$ cat src/rtl/hwswap_pkg.sv
package hwswap_pkg;

  typedef enum logic {
    ST_IDLE = 1'b0,
    ST_RUN  = 1'b1
  } xferState_e;

  // Strobes from the control module to the datapath
  typedef struct packed {
    logic       beatValid;
    logic       beatFire;
    logic       halfMode;
    logic [1:0] laneSel;
    logic       isWrite;
  } dpStrobe_t;

endpackage

$ cat src/rtl/hwswap_ctrl.sv
module hwswap_ctrl
  import hwswap_pkg::*;
#(
  parameter int ADDR_W      = 32,
  parameter int LEN_W       = 16,
  parameter int CHUNK_BYTES = 64
) (
  input  logic              clk,
  input  logic              rstN,
  input  logic              reqValid,
  output logic              reqReady,
  input  logic              reqChanStor,
  input  logic              reqWrite,
  input  logic              reqBypass,
  input  logic [ADDR_W-1:0] reqOffset,
  input  logic [LEN_W-1:0]  reqLen,
  input  logic [ADDR_W-1:0] baseWord,
  input  logic              addrLoad,
  input  logic [ADDR_W-1:0] addrLoadVal,
  output logic [ADDR_W-1:0] storAddr,
  output logic              memValid,
  input  logic              memReady,
  output logic [ADDR_W-1:0] memAddr,
  output logic              memWrite,
  output logic              memLast,
  output logic              done,
  output dpStrobe_t         strobe
);

  localparam int CHUNK_W = $clog2(CHUNK_BYTES) + 1;

  xferState_e        state;
  logic [ADDR_W-1:0] curAddr;
  logic [ADDR_W-1:0] storAddrQ;
  logic [ADDR_W-1:0] mergedAddr;
  logic [ADDR_W-1:0] startAddr;
  logic [LEN_W-1:0]  remain;
  logic [LEN_W-1:0]  totalLen;
  logic [LEN_W-1:0]  startLen;
  logic [LEN_W-1:0]  stepLen;
  logic [CHUNK_W-1:0] chunkCnt;
  logic [CHUNK_W-1:0] stepChunk;
  logic [CHUNK_W-1:0] chunkNext;
  logic swapQ, writeQ, storQ, doneQ;
  logic useSwap, accept, fire, lastBeat, chunkEnd;

  // Start address and length for an incoming request
  always_comb begin
    mergedAddr = reqChanStor ? storAddrQ : (reqOffset | baseWord);
    useSwap    = !reqChanStor && !reqBypass;
    startAddr  = useSwap ? {mergedAddr[ADDR_W-1:1], 1'b0} : mergedAddr;
    startLen   = useSwap ? {reqLen[LEN_W-1:1], 1'b0} : reqLen;
  end

  assign reqReady = (state == ST_IDLE) && !doneQ;
  assign accept   = reqValid && reqReady;
  assign memValid = (state == ST_RUN);
  assign fire     = memValid && memReady;

  // Beat sizing and burst boundaries
  always_comb begin
    stepLen   = swapQ ? LEN_W'(2) : LEN_W'(1);
    stepChunk = swapQ ? CHUNK_W'(2) : CHUNK_W'(1);
    chunkNext = chunkCnt + stepChunk;
    lastBeat  = (remain == stepLen);
    chunkEnd  = swapQ && writeQ && (chunkNext == CHUNK_W'(CHUNK_BYTES));
  end

  assign memLast  = memValid && (lastBeat || chunkEnd);
  assign memAddr  = {curAddr[ADDR_W-1:2], 2'b00};
  assign memWrite = writeQ;
  assign done     = doneQ;
  assign storAddr = storAddrQ;

  assign strobe.beatValid = memValid;
  assign strobe.beatFire  = fire;
  assign strobe.halfMode  = swapQ;
  assign strobe.laneSel   = curAddr[1:0];
  assign strobe.isWrite   = writeQ;

  // Transfer sequencing
  always_ff @(posedge clk) begin
    if (!rstN) begin
      state    <= ST_IDLE;
      curAddr  <= '0;
      remain   <= '0;
      totalLen <= '0;
      chunkCnt <= '0;
      swapQ    <= 1'b0;
      writeQ   <= 1'b0;
      storQ    <= 1'b0;
      doneQ    <= 1'b0;
    end else begin
      doneQ <= 1'b0;
      if (accept) begin
        swapQ    <= useSwap;
        writeQ   <= reqWrite;
        storQ    <= reqChanStor;
        curAddr  <= startAddr;
        remain   <= startLen;
        totalLen <= startLen;
        chunkCnt <= '0;
        if (startLen == '0) begin
          doneQ <= 1'b1;
        end else begin
          state <= ST_RUN;
        end
      end
      if (fire) begin
        curAddr  <= curAddr + ADDR_W'(stepLen);
        remain   <= remain - stepLen;
        chunkCnt <= chunkEnd ? '0 : chunkNext;
        if (lastBeat) begin
          state <= ST_IDLE;
          doneQ <= 1'b1;
        end
      end
    end
  end

  // Storage address register: load wins over completion
  always_ff @(posedge clk) begin
    if (!rstN) begin
      storAddrQ <= '0;
    end else if (addrLoad) begin
      storAddrQ <= addrLoadVal;
    end else if (fire && lastBeat && storQ) begin
      storAddrQ <= storAddrQ + ADDR_W'(totalLen);
    end
  end

  AST_VALID_HOLD: assert property (@(posedge clk) disable iff (!rstN)
    memValid && !memReady |=> memValid && $stable(memAddr) && $stable(memLast));
  AST_DONE_PULSE: assert property (@(posedge clk) disable iff (!rstN)
    done |=> !done);
  AST_STOR_STABLE: assert property (@(posedge clk) disable iff (!rstN)
    !addrLoad |=> ($stable(storAddr) || done));
  AST_IDLE_QUIET: assert property (@(posedge clk) disable iff (!rstN)
    reqReady |-> !memValid);
  AST_EVEN_HALF: assert property (@(posedge clk) disable iff (!rstN)
    memValid && swapQ |-> !curAddr[0]);

endmodule

$ cat src/rtl/hwswap_datapath.sv
module hwswap_datapath
  import hwswap_pkg::*;
#(
  parameter int DATA_W = 32
) (
  input  logic              clk,
  input  logic              rstN,
  input  dpStrobe_t         strobe,
  input  logic [15:0]       pWrData,
  output logic              pDataAck,
  output logic [15:0]       pRdData,
  output logic              pRdValid,
  output logic [DATA_W-1:0] memWrData,
  output logic [DATA_W/8-1:0] memStrb,
  input  logic [DATA_W-1:0] memRdData
);

  localparam int LANES = DATA_W / 8;

  logic [15:0] rdHalf;
  logic [7:0]  rdByte;
  logic [15:0] rdNext;

  // Write lanes: halfword mode swaps bytes, byte mode places one byte
  for (genvar i = 0; i < LANES; i++) begin : gLane
    localparam logic [1:0] LIDX = 2'(i);
    logic laneOn;
    logic [7:0] laneByte;
    assign laneOn = strobe.beatValid &&
                    (strobe.halfMode ? (strobe.laneSel[1] == LIDX[1])
                                     : (strobe.laneSel == LIDX));
    assign laneByte = !strobe.halfMode ? pWrData[7:0]
                    : (LIDX[0] ? pWrData[7:0] : pWrData[15:8]);
    assign memStrb[i]          = laneOn;
    assign memWrData[8*i +: 8] = laneOn ? laneByte : 8'h00;
  end

  // Read path
  always_comb begin
    rdHalf = strobe.laneSel[1] ? memRdData[31:16] : memRdData[15:0];
    case (strobe.laneSel)
      2'd0:    rdByte = memRdData[7:0];
      2'd1:    rdByte = memRdData[15:8];
      2'd2:    rdByte = memRdData[23:16];
      default: rdByte = memRdData[31:24];
    endcase
    rdNext = strobe.halfMode ? {rdHalf[7:0], rdHalf[15:8]} : {8'h00, rdByte};
  end

  assign pDataAck = strobe.beatFire;

  always_ff @(posedge clk) begin
    if (!rstN) begin
      pRdValid <= 1'b0;
      pRdData  <= '0;
    end else begin
      pRdValid <= strobe.beatFire && !strobe.isWrite;
      if (strobe.beatFire && !strobe.isWrite) begin
        pRdData <= rdNext;
      end
    end
  end

  AST_HALF_STRB: assert property (@(posedge clk) disable iff (!rstN)
    strobe.beatValid && strobe.halfMode |->
      ($countones(memStrb) == 2) && (memStrb[0] == memStrb[1]));
  AST_BYTE_STRB: assert property (@(posedge clk) disable iff (!rstN)
    strobe.beatValid && !strobe.halfMode |-> $countones(memStrb) == 1);
  AST_IDLE_STRB: assert property (@(posedge clk) disable iff (!rstN)
    !strobe.beatValid |-> memStrb == '0);

endmodule

$ cat src/rtl/hwswap_dma_adapter.sv
module hwswap_dma_adapter
  import hwswap_pkg::*;
#(
  parameter int ADDR_W      = 32,
  parameter int LEN_W       = 16,
  parameter int CHUNK_BYTES = 64
) (
  input  logic              clk,
  input  logic              rstN,
  input  logic              reqValid,
  output logic              reqReady,
  input  logic              reqChanStor,
  input  logic              reqWrite,
  input  logic              reqBypass,
  input  logic [ADDR_W-1:0] reqOffset,
  input  logic [LEN_W-1:0]  reqLen,
  input  logic [ADDR_W-1:0] baseWord,
  input  logic              addrLoad,
  input  logic [ADDR_W-1:0] addrLoadVal,
  output logic [ADDR_W-1:0] storAddr,
  input  logic [15:0]       pWrData,
  output logic              pDataAck,
  output logic [15:0]       pRdData,
  output logic              pRdValid,
  output logic              memValid,
  input  logic              memReady,
  output logic [ADDR_W-1:0] memAddr,
  output logic [3:0]        memStrb,
  output logic [31:0]       memWrData,
  output logic              memWrite,
  input  logic [31:0]       memRdData,
  output logic              memLast,
  output logic              done
);

  dpStrobe_t strobe;

  hwswap_ctrl #(
    .ADDR_W(ADDR_W), .LEN_W(LEN_W), .CHUNK_BYTES(CHUNK_BYTES)
  ) uCtrl (
    .clk(clk), .rstN(rstN),
    .reqValid(reqValid), .reqReady(reqReady),
    .reqChanStor(reqChanStor), .reqWrite(reqWrite), .reqBypass(reqBypass),
    .reqOffset(reqOffset), .reqLen(reqLen), .baseWord(baseWord),
    .addrLoad(addrLoad), .addrLoadVal(addrLoadVal), .storAddr(storAddr),
    .memValid(memValid), .memReady(memReady), .memAddr(memAddr),
    .memWrite(memWrite), .memLast(memLast), .done(done), .strobe(strobe)
  );

  hwswap_datapath #(.DATA_W(32)) uDp (
    .clk(clk), .rstN(rstN), .strobe(strobe),
    .pWrData(pWrData), .pDataAck(pDataAck),
    .pRdData(pRdData), .pRdValid(pRdValid),
    .memWrData(memWrData), .memStrb(memStrb), .memRdData(memRdData)
  );

endmodule

$ cat config.mk
export PLATFORM = sky130hd
export DESIGN_NAME = hwswap_dma_adapter
export DESIGN_NICKNAME = d
export VERILOG_FILES = /design/src/rtl/hwswap_pkg.sv /design/src/rtl/hwswap_ctrl.sv /design/src/rtl/hwswap_datapath.sv /design/src/rtl/hwswap_dma_adapter.sv
export SDC_FILE = /design/constraint.sdc
export NUM_CORES = 1
export LEC_CHECK = 0
export ABC_AREA = 0
export BUFFER_PORTS_ARGS = -buffer_cell sky130_fd_sc_hd__buf_2
export CAP_MARGIN = 20
export CORE_ASPECT_RATIO = 1.75
export CORE_MARGIN = 5
export CORE_UTILIZATION = 33
export DETAILED_ROUTE_END_ITERATION = 12
export PLACE_DENSITY_LB_ADDON = 0.3
export SETUP_SLACK_MARGIN = 0.2
export SYNTH_ARGS = -nofsm -noshare
export SYNTH_HDL_FRONTEND = slang
export SYNTH_SLANG_ARGS = --single-unit
$ cat constraint.sdc
create_clock -name clk -period 6 [get_ports clk]
set_input_delay 0.6 -clock clk [delete_from_list [all_inputs] [get_ports clk]]
set_output_delay 0.6 -clock clk [all_outputs]
set_load 0.02 [all_outputs]
=== Yosys cells after proc, flatten, opt, wreduce, memory -nomap -nowiden ===
Index checks and enable logic that the tools add are counted.

* Register bits: 125
* Input port bits: 168
* Output and inout port bits: 123
* Logic and storage cells: 81

* Add/sub/neg operators: 4
* Equality and inequality tests: 5
* Multiplexer cells: 34
* Bitwise operators: 3
* Reductions and logical operators: 23

{| class="wikitable"
|+ Operator list
! operator !! number
|-
| 32-bit 2-to-1 mux || 5
|-
| 32-bit by 16-bit adder with 32-bit output || 2
|-
| 16-bit 2-to-1 mux || 4
|-
| 8-bit 2-to-1 mux || 5
|-
| 32-bit OR || 1
|-
| 8-bit one-hot mux with 3 select lines || 1
|-
| 7-bit 2-to-1 mux || 3
|-
| 16-bit equality test || 1
|-
| 16-bit zero test || 1
|-
| 16-bit subtractor || 1
|-
| 1-bit logical AND || 14
|-
| 1-bit 2-to-1 mux || 14
|-
| 7-bit adder || 1
|-
| 7-bit equality test, second input constant || 1
|-
| 2-bit equality test, second input constant || 2
|-
| 1-bit zero test || 4
|-
| 2-bit 2-to-1 mux || 2
|-
| 2-bit nonzero test || 2
|-
| 2-bit by 1-bit equality test with 1-bit output, second input constant || 1
|-
| 2-bit zero test || 1
|-
| 1-bit inverter || 2
|-
| 1-bit logical OR || 1
|}

=== Depth between registers and ports, before layout ===
Gate-level depths: netlist of the first run.

* Depth after elaboration: 8
* Depth in mapped cells: 12
* Mapped depth without buffers: 11

=== By module ===
Synthesis of the first run repeated with hierarchy kept, for this count alone.

* Cell total of the unflattened synthesis: 1040
* Area, all modules: 7838.8 µm²

{| class="wikitable"
|+ By module, submodules not included
! module !! times used !! cells each !! area each (µm²) !! sequential area each (µm²)
|-
| hwswap_ctrl || 1 || 889 || 6623.9 || 2162.1
|-
| hwswap_datapath || 1 || 151 || 1214.9 || 340.3
|}

=== Worst setup path after synthesis of the first run ===
No wires, ideal clock.

* Path type: reg-to-output
* Start point: register uCtrl.swapQ
* End point: output memLast
* Data arrival time: 2597 ps
* Required time: 5400 ps
* Setup slack: 2803 ps
* Stages on the path, launching flop included: 9
* Buffers on the path: 1
* Cell sequence: dfxtp_1 -> clkbuf_1 -> inv_1 -> fa_1 -> nand3b_1 -> xor2_1 -> nand3_1 -> nor4_1 -> o21a_1

* Cells in the longest elaborated chain, start to end: 6
* Elaborated cells on any way between the ends: 9
* Those cells by class: 1 x add/sub; 2 x eq/ne; 2 x mux; 4 x reduce/logical

{| class="wikitable"
|+ RTL lines
! what !! line !! source
|-
| start, declared || hwswap_ctrl.sv:44 || <nowiki>logic swapQ, writeQ, storQ, doneQ;</nowiki>
|-
| start signal, assigned || hwswap_ctrl.sv:96 || <nowiki>swapQ <= useSwap;</nowiki>
|-
| 2-bit 2-to-1 mux || hwswap_ctrl.sv:62, hwswap_ctrl.sv:63 ||
|-
| 7-bit adder || hwswap_ctrl.sv:64 || <nowiki>chunkNext = chunkCnt + stepChunk;</nowiki>
|-
| 7-bit equality test || hwswap_ctrl.sv:66 || <nowiki>chunkEnd = swapQ && writeQ && (chunkNext == CHUNK_W'(CHUNK_BYTES));</nowiki>
|-
| 1-bit logical AND || hwswap_ctrl.sv:66 ||
|-
| 1-bit logical OR * || hwswap_ctrl.sv:69 || <nowiki>assign memLast = memValid && (lastBeat || chunkEnd);</nowiki>
|-
| 1-bit logical AND * || hwswap_ctrl.sv:69 ||
|-
| end, declared || hwswap_dma_adapter.sv:32 || <nowiki>output logic memLast,</nowiki>
|}

Mark *: on every way between the ends. The rest lies on a longest branch, timed or not.

=== Worst setup path after layout of the first run ===
Same ends and word-level chain as after synthesis.

==> flow_metrics.tcl, run 1 <==
set metrics [dict create \
    synth_cell_types 90 \
    drv_cap 0 \
    first_iter_violations 504 \
    worstRegToRegCells 8 \
    clk_pin_slew_ns 0.07 \
    end_kind "output pin" \
    layout_common_cells "buf_2 (288), nand2_1 (125), dfxtp_1 (125)" \
    syn_to_final_growth_pct 28.0 \
    htreeDepth 4 \
    post_cts_resized 0 \
    die_area_sq_um 27600 \
    status "completed" \
    min_period_ns 3.91 \
    numCtsBuffers 17 \
    synth-seq-cells 125 \
    route.detailed.drc 0 \
    synthCells 1060 \
    core.rowCount 75 \
    root_buffer "clkbuf_16" \
    vdd_drop_max_mv 0.185 \
    crit_type "reg2out" \
    grt_max_degree 76 \
    fin_skew_ns 0.0126 \
    cts_buffer_depth 2 \
    cp_common_cell "inv_1" \
    drv_slew 0 \
    vias 8874 \
    place.gp.congestion 0.922 \
    hold_path_class "in2reg" \
    start_util 0.334 \
    grt_usage 0.213 \
    rr_endpoint "uCtrl.curAddr[28]" \
    cts_tree "done" \
    p_total_mw 2.63 \
    diodes 0 \
    cts_sinks 125 \
    firstDrtPassIters 5 \
    postCtsSetupBuffers 0 \
    ios 291 \
    overflow 0 \
    crit_chain "buf_4 > inv_1 > ha_1 > inv_1 > fa_1 > nand3b_1 > xor2_1 > nand3_1 > nor4_1 > o21a_1 > buf_2" \
    hold_buffers 0 \
    rr_startpoint "uCtrl.curAddr[1]" \
    antenna_found_initial 0 \
    synth_area_sq_um 8020 \
    layoutNonFillerInstCount 1623 \
    ys_warn_count 0 \
    syn_area_per_cell_sq_um 7.57 \
    setup_viol 0 \
    hold_viol_final 0 \
    whs_path_depth 3 \
    slowest_stage "fa_1" \
    synth_ff_type "dfxtp_1" \
    grt_pass1_wl_um 47200 \
    wirelength_um 30500 \
    leakage_nw 4.33 \
    worst-path-buf-inv 4 \
    worstPathArrival_ns 3.31 \
    final_common_cell "buf_2" \
    synth_edf_count 0 \
    rsz0062_at_grt "no" \
    max_stage_delay_ns 0.44 \
    path_max_fanout 22 \
    die_y_um 216 \
    hpwlAfterDp_um 23300 \
    worstSetupStartpoint "uCtrl.swapQ" \
    worst_pin_slew_ns 1.01 \
    fp.coreArea_sq_um 24000 \
    yosys.area.top_type "dfxtp_1" \
    grt_pass1_vias 8778 \
    synth_seq_area_share 0.312 \
    relSlewSlack 0.323 \
    synth_area_leaders "dfxtp_1 (31%), a21oi_1 (7.0%), nand2_1 (5.9%)" \
    clock_latency_ns 0.42 \
    dieWidth_um 128 \
    via_per_inst 5.47 \
    power.density_nw_per_um2 256 \
    finalSetupTns_ns 0 \
    wl_per_cell_um 18.8 \
    finalNetCount 1497 \
    hp-start "addrLoadVal[10]" \
    portBuffers 288 \
    yosysTopAreaCellShare 0.312 \
    dp.cells 1591 \
    min_period_over_period 0.651 \
    fmax_mhz 256 \
    ant_nets 0 \
    layout-drive-gt1-share 0.285 \
    rrSetupSlack_ns 2.61 \
    synthArstFlopShare 0 \
    critPathRequiredTime_ns 5.40 \
    critical_path.startpoint_type "register" \
    critical_path.top_delay_family "buffers and inverters" \
    worstHoldEndpoint "uCtrl.storAddr[10]" \
]
[report_power, final]
part / leakage [nW] / internal [mW] / switching, mW
clock: 0.310 / 0.719 / 0.407
sequential: 1.03 / 0.886 / 0.0742
combinational: 2.99 / 0.205 / 0.335
total: 4.33 / 1.81 / 0.816
[cell type report]
| type | instances | area [sq um] |
|---|---|---|
| clock buffers | 19 | 453 |
| fillers | 2505 | 13800 |
| repair buffers | 298 | 1520 |
| well taps | 308 | 385 |
| clock inverters | 12 | 185 |
| multi-input cells | 829 | 5100 |
| inverters | 32 | 120 |
| flip-flops and latches | 125 | 2500 |
[synthesized netlist by cell type, types with 4 or more instances]
cell type  instances
nand3_1           31
nand2b_1          10
dfxtp_1          125
o311ai_0           6
o21ai_0           65
a221oi_1           4
nor2b_1            4
mux2_2             9
xor2_1             6
ha_1              22
and2_1            22
a211oi_1          22
buf_1              4
buf_2              4
o21a_1             7
nand4_1           11
buf_4              6
o31ai_1            5
mux2i_1           21
a21oi_1          112
or3_1             11
clkbuf_1          61
a311oi_1          14
nand3b_1           4
o211ai_1          17
fa_1               4
xnor2_1           17
a31oi_1           17
nor4_1             8
inv_1             29
o21ai_1            4
and4_1             6
and3_1             8
a21o_1             4
nor2_1           118
or2_2              4
nand2_1          127
nor3_1            34
a211oi_2           4
[worst max path at each step]
stage               depth (start not counted)  slack, ns      end
global route                               11       1.83  memLast
global placement                           11       2.67  memLast
detailed placement                         11       2.58  memLast
floorplan                                   8       2.80  memLast
CTS                                        11       2.09  memLast
finish                                     11       2.09  memLast
[state kept, by name (all words and copies together), names as in the netlist, 7 cells and up]
register	count
uCtrl.curAddr	32
uCtrl.storAddr	32
uCtrl.remain	16
uCtrl.totalLen	16
uDp.pRdData	16
uCtrl.chunkCnt	7
[cell families (layout without fill, tap and decap cells)]
kind of cell	Yosys count	after routing	share of synthesized area
multiplexers	31	31	0.0403
AND/OR/NAND/NOR	425	425	0.262
AO/OA/AOI/OAI	322	322	0.262
other	1	2	0.000468
flip-flops	125	125	0.312
buffers and inverters	107	361	0.0535
adder cells (fa/ha/maj)	26	26	0.0443
XOR/XNOR	23	23	0.0251
[worst reg2reg max path: cells and delay by family (launching register included)]
kind,cells,cell delay [ns]
AOI/OAI and AO/OA,2,0.23
adders and majority gates,1,0.53
buffers and inverters,1,0.23
DFF,1,0.97
and+or+nand+nor,4,1.37
[per-stage QoR]
stage	worst slack (ns)	instance area, sq um	util	hold slack, ns
floorplan	2.80	8020	-	0.438
finish	2.09	10300	0.427	0.410
detailed placement	2.58	9610	0.400	0.445
global placement	2.67	9610	0.400	0.437
CTS	2.09	10300	0.427	0.391
global route	1.83	10300	0.427	0.423
[per-layer routing]
layer  vias up  share of wire  global-route usage
li1       4326              -                   -
met1      4176           0.39               0.243
met2       314           0.52               0.384
met3        58          0.054              0.0318
met4         0          0.039              0.0981
met5         -              0                   0
(Power assumes the default switching activity.)
==> inputs of run 2 (changes only) <==
Clock period 6 ns to 3.9 ns, I/O delays scaled along.
==> flow_metrics.tcl, run 2 (synthesis results as in run 1) <==
set metrics [dict create \
    rr_startpoint "uCtrl.swapQ" \
    grt_use_met3 0.0325 \
    die_y_um 216 \
    cts_tree "done" \
    hold_viol_final 0 \
    fp.coreArea_sq_um 24000 \
    top_usage_layer "met2" \
    via_per_inst 5.43 \
    postCtsSetupBuffers 0 \
    setup_slack_ns 0.483 \
    grt_pass1_vias 8690 \
    syn_to_final_growth_pct 28.1 \
    finalSetupTns_ns 0 \
    overflow 0 \
    use_met1 0.245 \
    grt_usage 0.211 \
    core.rowCount 75 \
    rrSetupSlack_ns 0.95 \
    p_seq_frac 0.374 \
    start_util 0.334 \
    layout_common_cells "buf_2 (288), nand2_1 (125), dfxtp_1 (125)" \
    die_area_sq_um 27600 \
    min_period_over_period 0.876 \
    drv_slew 0 \
    cts_buffer_depth 2 \
    status "completed" \
    rr_endpoint "uCtrl.curAddr[26]" \
    wirelength_um 30300 \
    diodes 0 \
    clkPwrFrac 0.411 \
    route.detailed.drc 0 \
    comb_power_share 0.215 \
    post-place-ws_ns 0.943 \
    vias 8838 \
    first_iter_violations 396 \
    ant_nets 0 \
    fillers 2557 \
    fmax_mhz 293 \
    grt_pass1_wl_um 46500 \
    dp.cells 1597 \
    ios 291 \
    finalNetCount 1502 \
    portBuffers 288 \
    hold_path_class "in2reg" \
    use_met2 0.380 \
    dieWidth_um 128 \
    layoutNonFillerInstCount 1629 \
    hpwlAfterDp_um 23200 \
    p_sw_frac 0.314 \
    cts_sinks 125 \
    critical_path.startpoint_type "register" \
    htreeDepth 4 \
    power.density_nw_per_um2 382 \
    hold_buffers 0 \
    leakage_nw 4.33 \
    wl_per_cell_um 18.6 \
    firstDrtPassIters 6 \
    post_cts_resized 0 \
    root_buffer "clkbuf_16" \
    setup_viol 0 \
    critPathRequiredTime_ns 3.51 \
    crit_type "reg2out" \
    grt_max_degree 88 \
    min_period_ns 3.42 \
    intPower_mw 2.69 \
    p_switching_mw 1.23 \
    worstPathArrival_ns 3.03 \
    rsz0062_at_grt "no" \
    path_max_fanout 8 \
    antenna_found_initial 0 \
    drv_cap 0 \
    worstRegToRegCells 10 \
    vdd_drop_max_mv 0.266 \
    numCtsBuffers 17 \
    p_total_mw 3.92 \
    clk_pin_slew_ns 0.06 \
    place.gp.congestion 0.913 \
    final_common_cell "buf_2" \
    crit_end "memLast" \
    fin_skew_ns 0.00951 \
    worstSetupStartpoint "uCtrl.swapQ" \
    end_kind "output pin" \
    relSlewSlack 0.339 \
    layout-drive-gt1-share 0.287 \
    clock_latency_ns 0.42 \
    worst_pin_slew_ns 0.988 \
    whs_ns 0.193 \
]
## run 2: metrics by stage
step / util / instance area (sq um)
floorplan: - / 8020
global placement: 0.403 / 9670
detailed placement: 0.403 / 9670
CTS: 0.427 / 10300
global route: 0.427 / 10300
finish: 0.427 / 10300
## run 2: worst min path at each step
stage                     startpoint                  to  slack, ns  depth (start not counted)
finish               addrLoadVal[10]  uCtrl.storAddr[10]       0.19                          3
global route         addrLoadVal[10]  uCtrl.storAddr[10]       0.20                          3
CTS                  addrLoadVal[10]  uCtrl.storAddr[10]       0.18                          3
detailed placement   uDp.pRdData[10]     uDp.pRdData[10]       0.44                          2
global placement      uDp.pRdData[8]      uDp.pRdData[8]       0.44                          2
floorplan           uCtrl.remain[15]    uCtrl.remain[15]       0.44                          1
## run 2: worst max-delay path, cell delays in order, from the launching register on
cell and delay (ns):
dfxtp_1 0.30, inv_1 0.28, ha_1 0.24, inv_1 0.05, fa_1 0.44, nand3b_1 0.20, xor2_1 0.18, nand3_1 0.12
nor4_1 0.42, o21a_1 0.20, buf_2 0.17
## run 2: final cells by class
type	count	area (sq um)	area share
Clock buffer	23	488	0.0475
Clock inverter	9	110	0.0107
Inverter	32	120	0.0117
Multi-Input combinational cell	829	5100	0.496
Sequential cell	125	2500	0.244
Tap cell	308	385	0.0375
Timing Repair Buffer	303	1570	0.153
## run 2: per-layer routing
metal | part of all wire | routed length, um | vias up
li1 | - | - | 4332
met1 | 0.39 | 11900 | 4107
met2 | 0.52 | 15600 | 343
met3 | 0.060 | 1820 | 56
met4 | 0.033 | 984 | 0
met5 | 0 | 0 | -
## run 2: power by group through the flow
stage               Sequential, mW  Combinational, mW  Clock (mW)
global route                  1.48              0.925        1.69
global placement              1.49              0.836           0
CTS                           1.46              0.848        1.64
floorplan                     1.53              0.477           0
finish                        1.47              0.843        1.61
detailed placement            1.49              0.845           0
==> inputs of run 3 (changes only) <==
Settings changed: RECOVER_POWER from default to 25.
==> flow_metrics.tcl, run 3 (synthesis results as in run 1) <==
set metrics [dict create \
    root_buffer "clkbuf_16" \
    worstPathArrival_ns 3.03 \
    dp.cells 1597 \
    rsz0062_at_grt "no" \
    htreeDepth 4 \
    postLayoutCoreUtil 0.424 \
    finalNetCount 1502 \
    portBuffers 288 \
    numCtsBuffers 17 \
    vias 8827 \
    use_met1 0.245 \
    min_period_ns 3.42 \
    antenna_found_initial 0 \
    ant_nets 0 \
    route.detailed.drc 0 \
    final_area_sq_um 10200 \
    place_area_sq_um 9670 \
    layout-drive-gt1-share 0.241 \
    crit_type "reg2out" \
    path_max_fanout 8 \
    relSlewSlack 0.308 \
    wirelength_um 30300 \
    critical_path.startpoint_type "register" \
    layoutNonFillerInstCount 1629 \
    fmax_mhz 292 \
    hold_viol_final 0 \
    hp-start "addrLoadVal[10]" \
    die_area_sq_um 27600 \
    grt_usage 0.211 \
    dieWidth_um 128 \
    worst_pin_slew_ns 1.03 \
    start_util 0.334 \
    grt_max_degree 88 \
    hpwlAfterDp_um 23200 \
    core.rowCount 75 \
    worstRegToRegCells 10 \
    ios 291 \
    layout_common_cells "buf_2 (227), nand2_1 (125), dfxtp_1 (125)" \
    clock_latency_ns 0.43 \
    multi_input_area_sq_um 5100 \
    critPathRequiredTime_ns 3.51 \
    hold_buffers 0 \
    use_met2 0.380 \
    drv_slew 0 \
    min_period_over_period 0.877 \
    fp.coreArea_sq_um 24000 \
    clk_pin_slew_ns 0.06 \
    end_kind "output pin" \
    overflow 0 \
    via_per_inst 5.42 \
    rr_startpoint "uCtrl.swapQ" \
    grt_pass1_wl_um 46500 \
    setup_viol 0 \
    hold_path_class "in2reg" \
    fillers 2567 \
    die_y_um 216 \
    drv_cap 0 \
    cts_sinks 125 \
    power.density_nw_per_um2 384 \
    cts_tree "done" \
    final_common_cell "buf_2" \
    first_iter_violations 418 \
    grt_pass1_vias 8690 \
    p_total_mw 3.91 \
    leakage_nw 4.09 \
    grt_use_met3 0.0325 \
    postCtsSetupBuffers 0 \
    place.gp.congestion 0.913 \
    finalSetupTns_ns 0 \
    post_cts_resized 0 \
    worstSetupStartpoint "uCtrl.swapQ" \
    syn_to_final_growth_pct 27.1 \
    cts_buffer_depth 2 \
    vdd_drop_max_mv 0.267 \
    diodes 0 \
    top_usage_layer "met2" \
    regArea_sq_um 2500 \
    status "completed" \
    firstDrtPassIters 4 \
    wl_per_cell_um 18.6 \
    whs_path_depth 3 \
    fin_skew_ns 0.00970 \
]
## run 3: cell types whose count changed in the layout (fill, tap and decap cells not counted)
cell / previous run / this run
clkbuf_1: 2 / 63
buf_2: 288 / 227
## run 3: worst paths after layout
path | end | slack (ns)
min | uCtrl.storAddr[10] | 0.19
max reg2reg | uCtrl.curAddr[28] | 0.94
min reg2reg | uDp.pRdData[10] | 0.45
max | memLast | 0.48
## run 3: final cells by class
type	count	area share
clock buffer	23	0.0479
inverter	32	0.0118
sequential	125	0.246
tap	308	0.0378
timing repair buffer	303	0.146
multi-input combinational	829	0.500
clock inverter	9	0.0108
## run 3: per-stage QoR
step                hold slack (ns)  setup WS (ns)
floorplan                     0.438          0.898
global placement              0.437           1.01
detailed placement            0.443          0.943
CTS                           0.176          0.484
global route                  0.203          0.255
finish                        0.191          0.478
## run 3: power by group
| group | total, mW | internal [mW] | switching, mW |
|---|---|---|---|
| combinational | 0.833 | 0.308 | 0.525 |
| clock | 1.61 | 1.01 | 0.605 |
| sequential | 1.47 | 1.36 | 0.105 |
| total | 3.91 | 2.68 | 1.23 |
## run 3: layer usage
metal / share of wire / wire [um]
met4: 0.034 / 1020
met1: 0.39 / 11900
met2: 0.52 / 15600
met5: 0 / 0
met3: 0.056 / 1710
## run 3: worst max-delay path: stages (launching register included)
cell	delay, ns
dfxtp_1	0.30
inv_1	0.27
ha_1	0.24
inv_1	0.06
fa_1	0.44
nand3b_1	0.20
xor2_1	0.19
nand3_1	0.12
nor4_1	0.42
o21a_1	0.20
buf_2	0.17
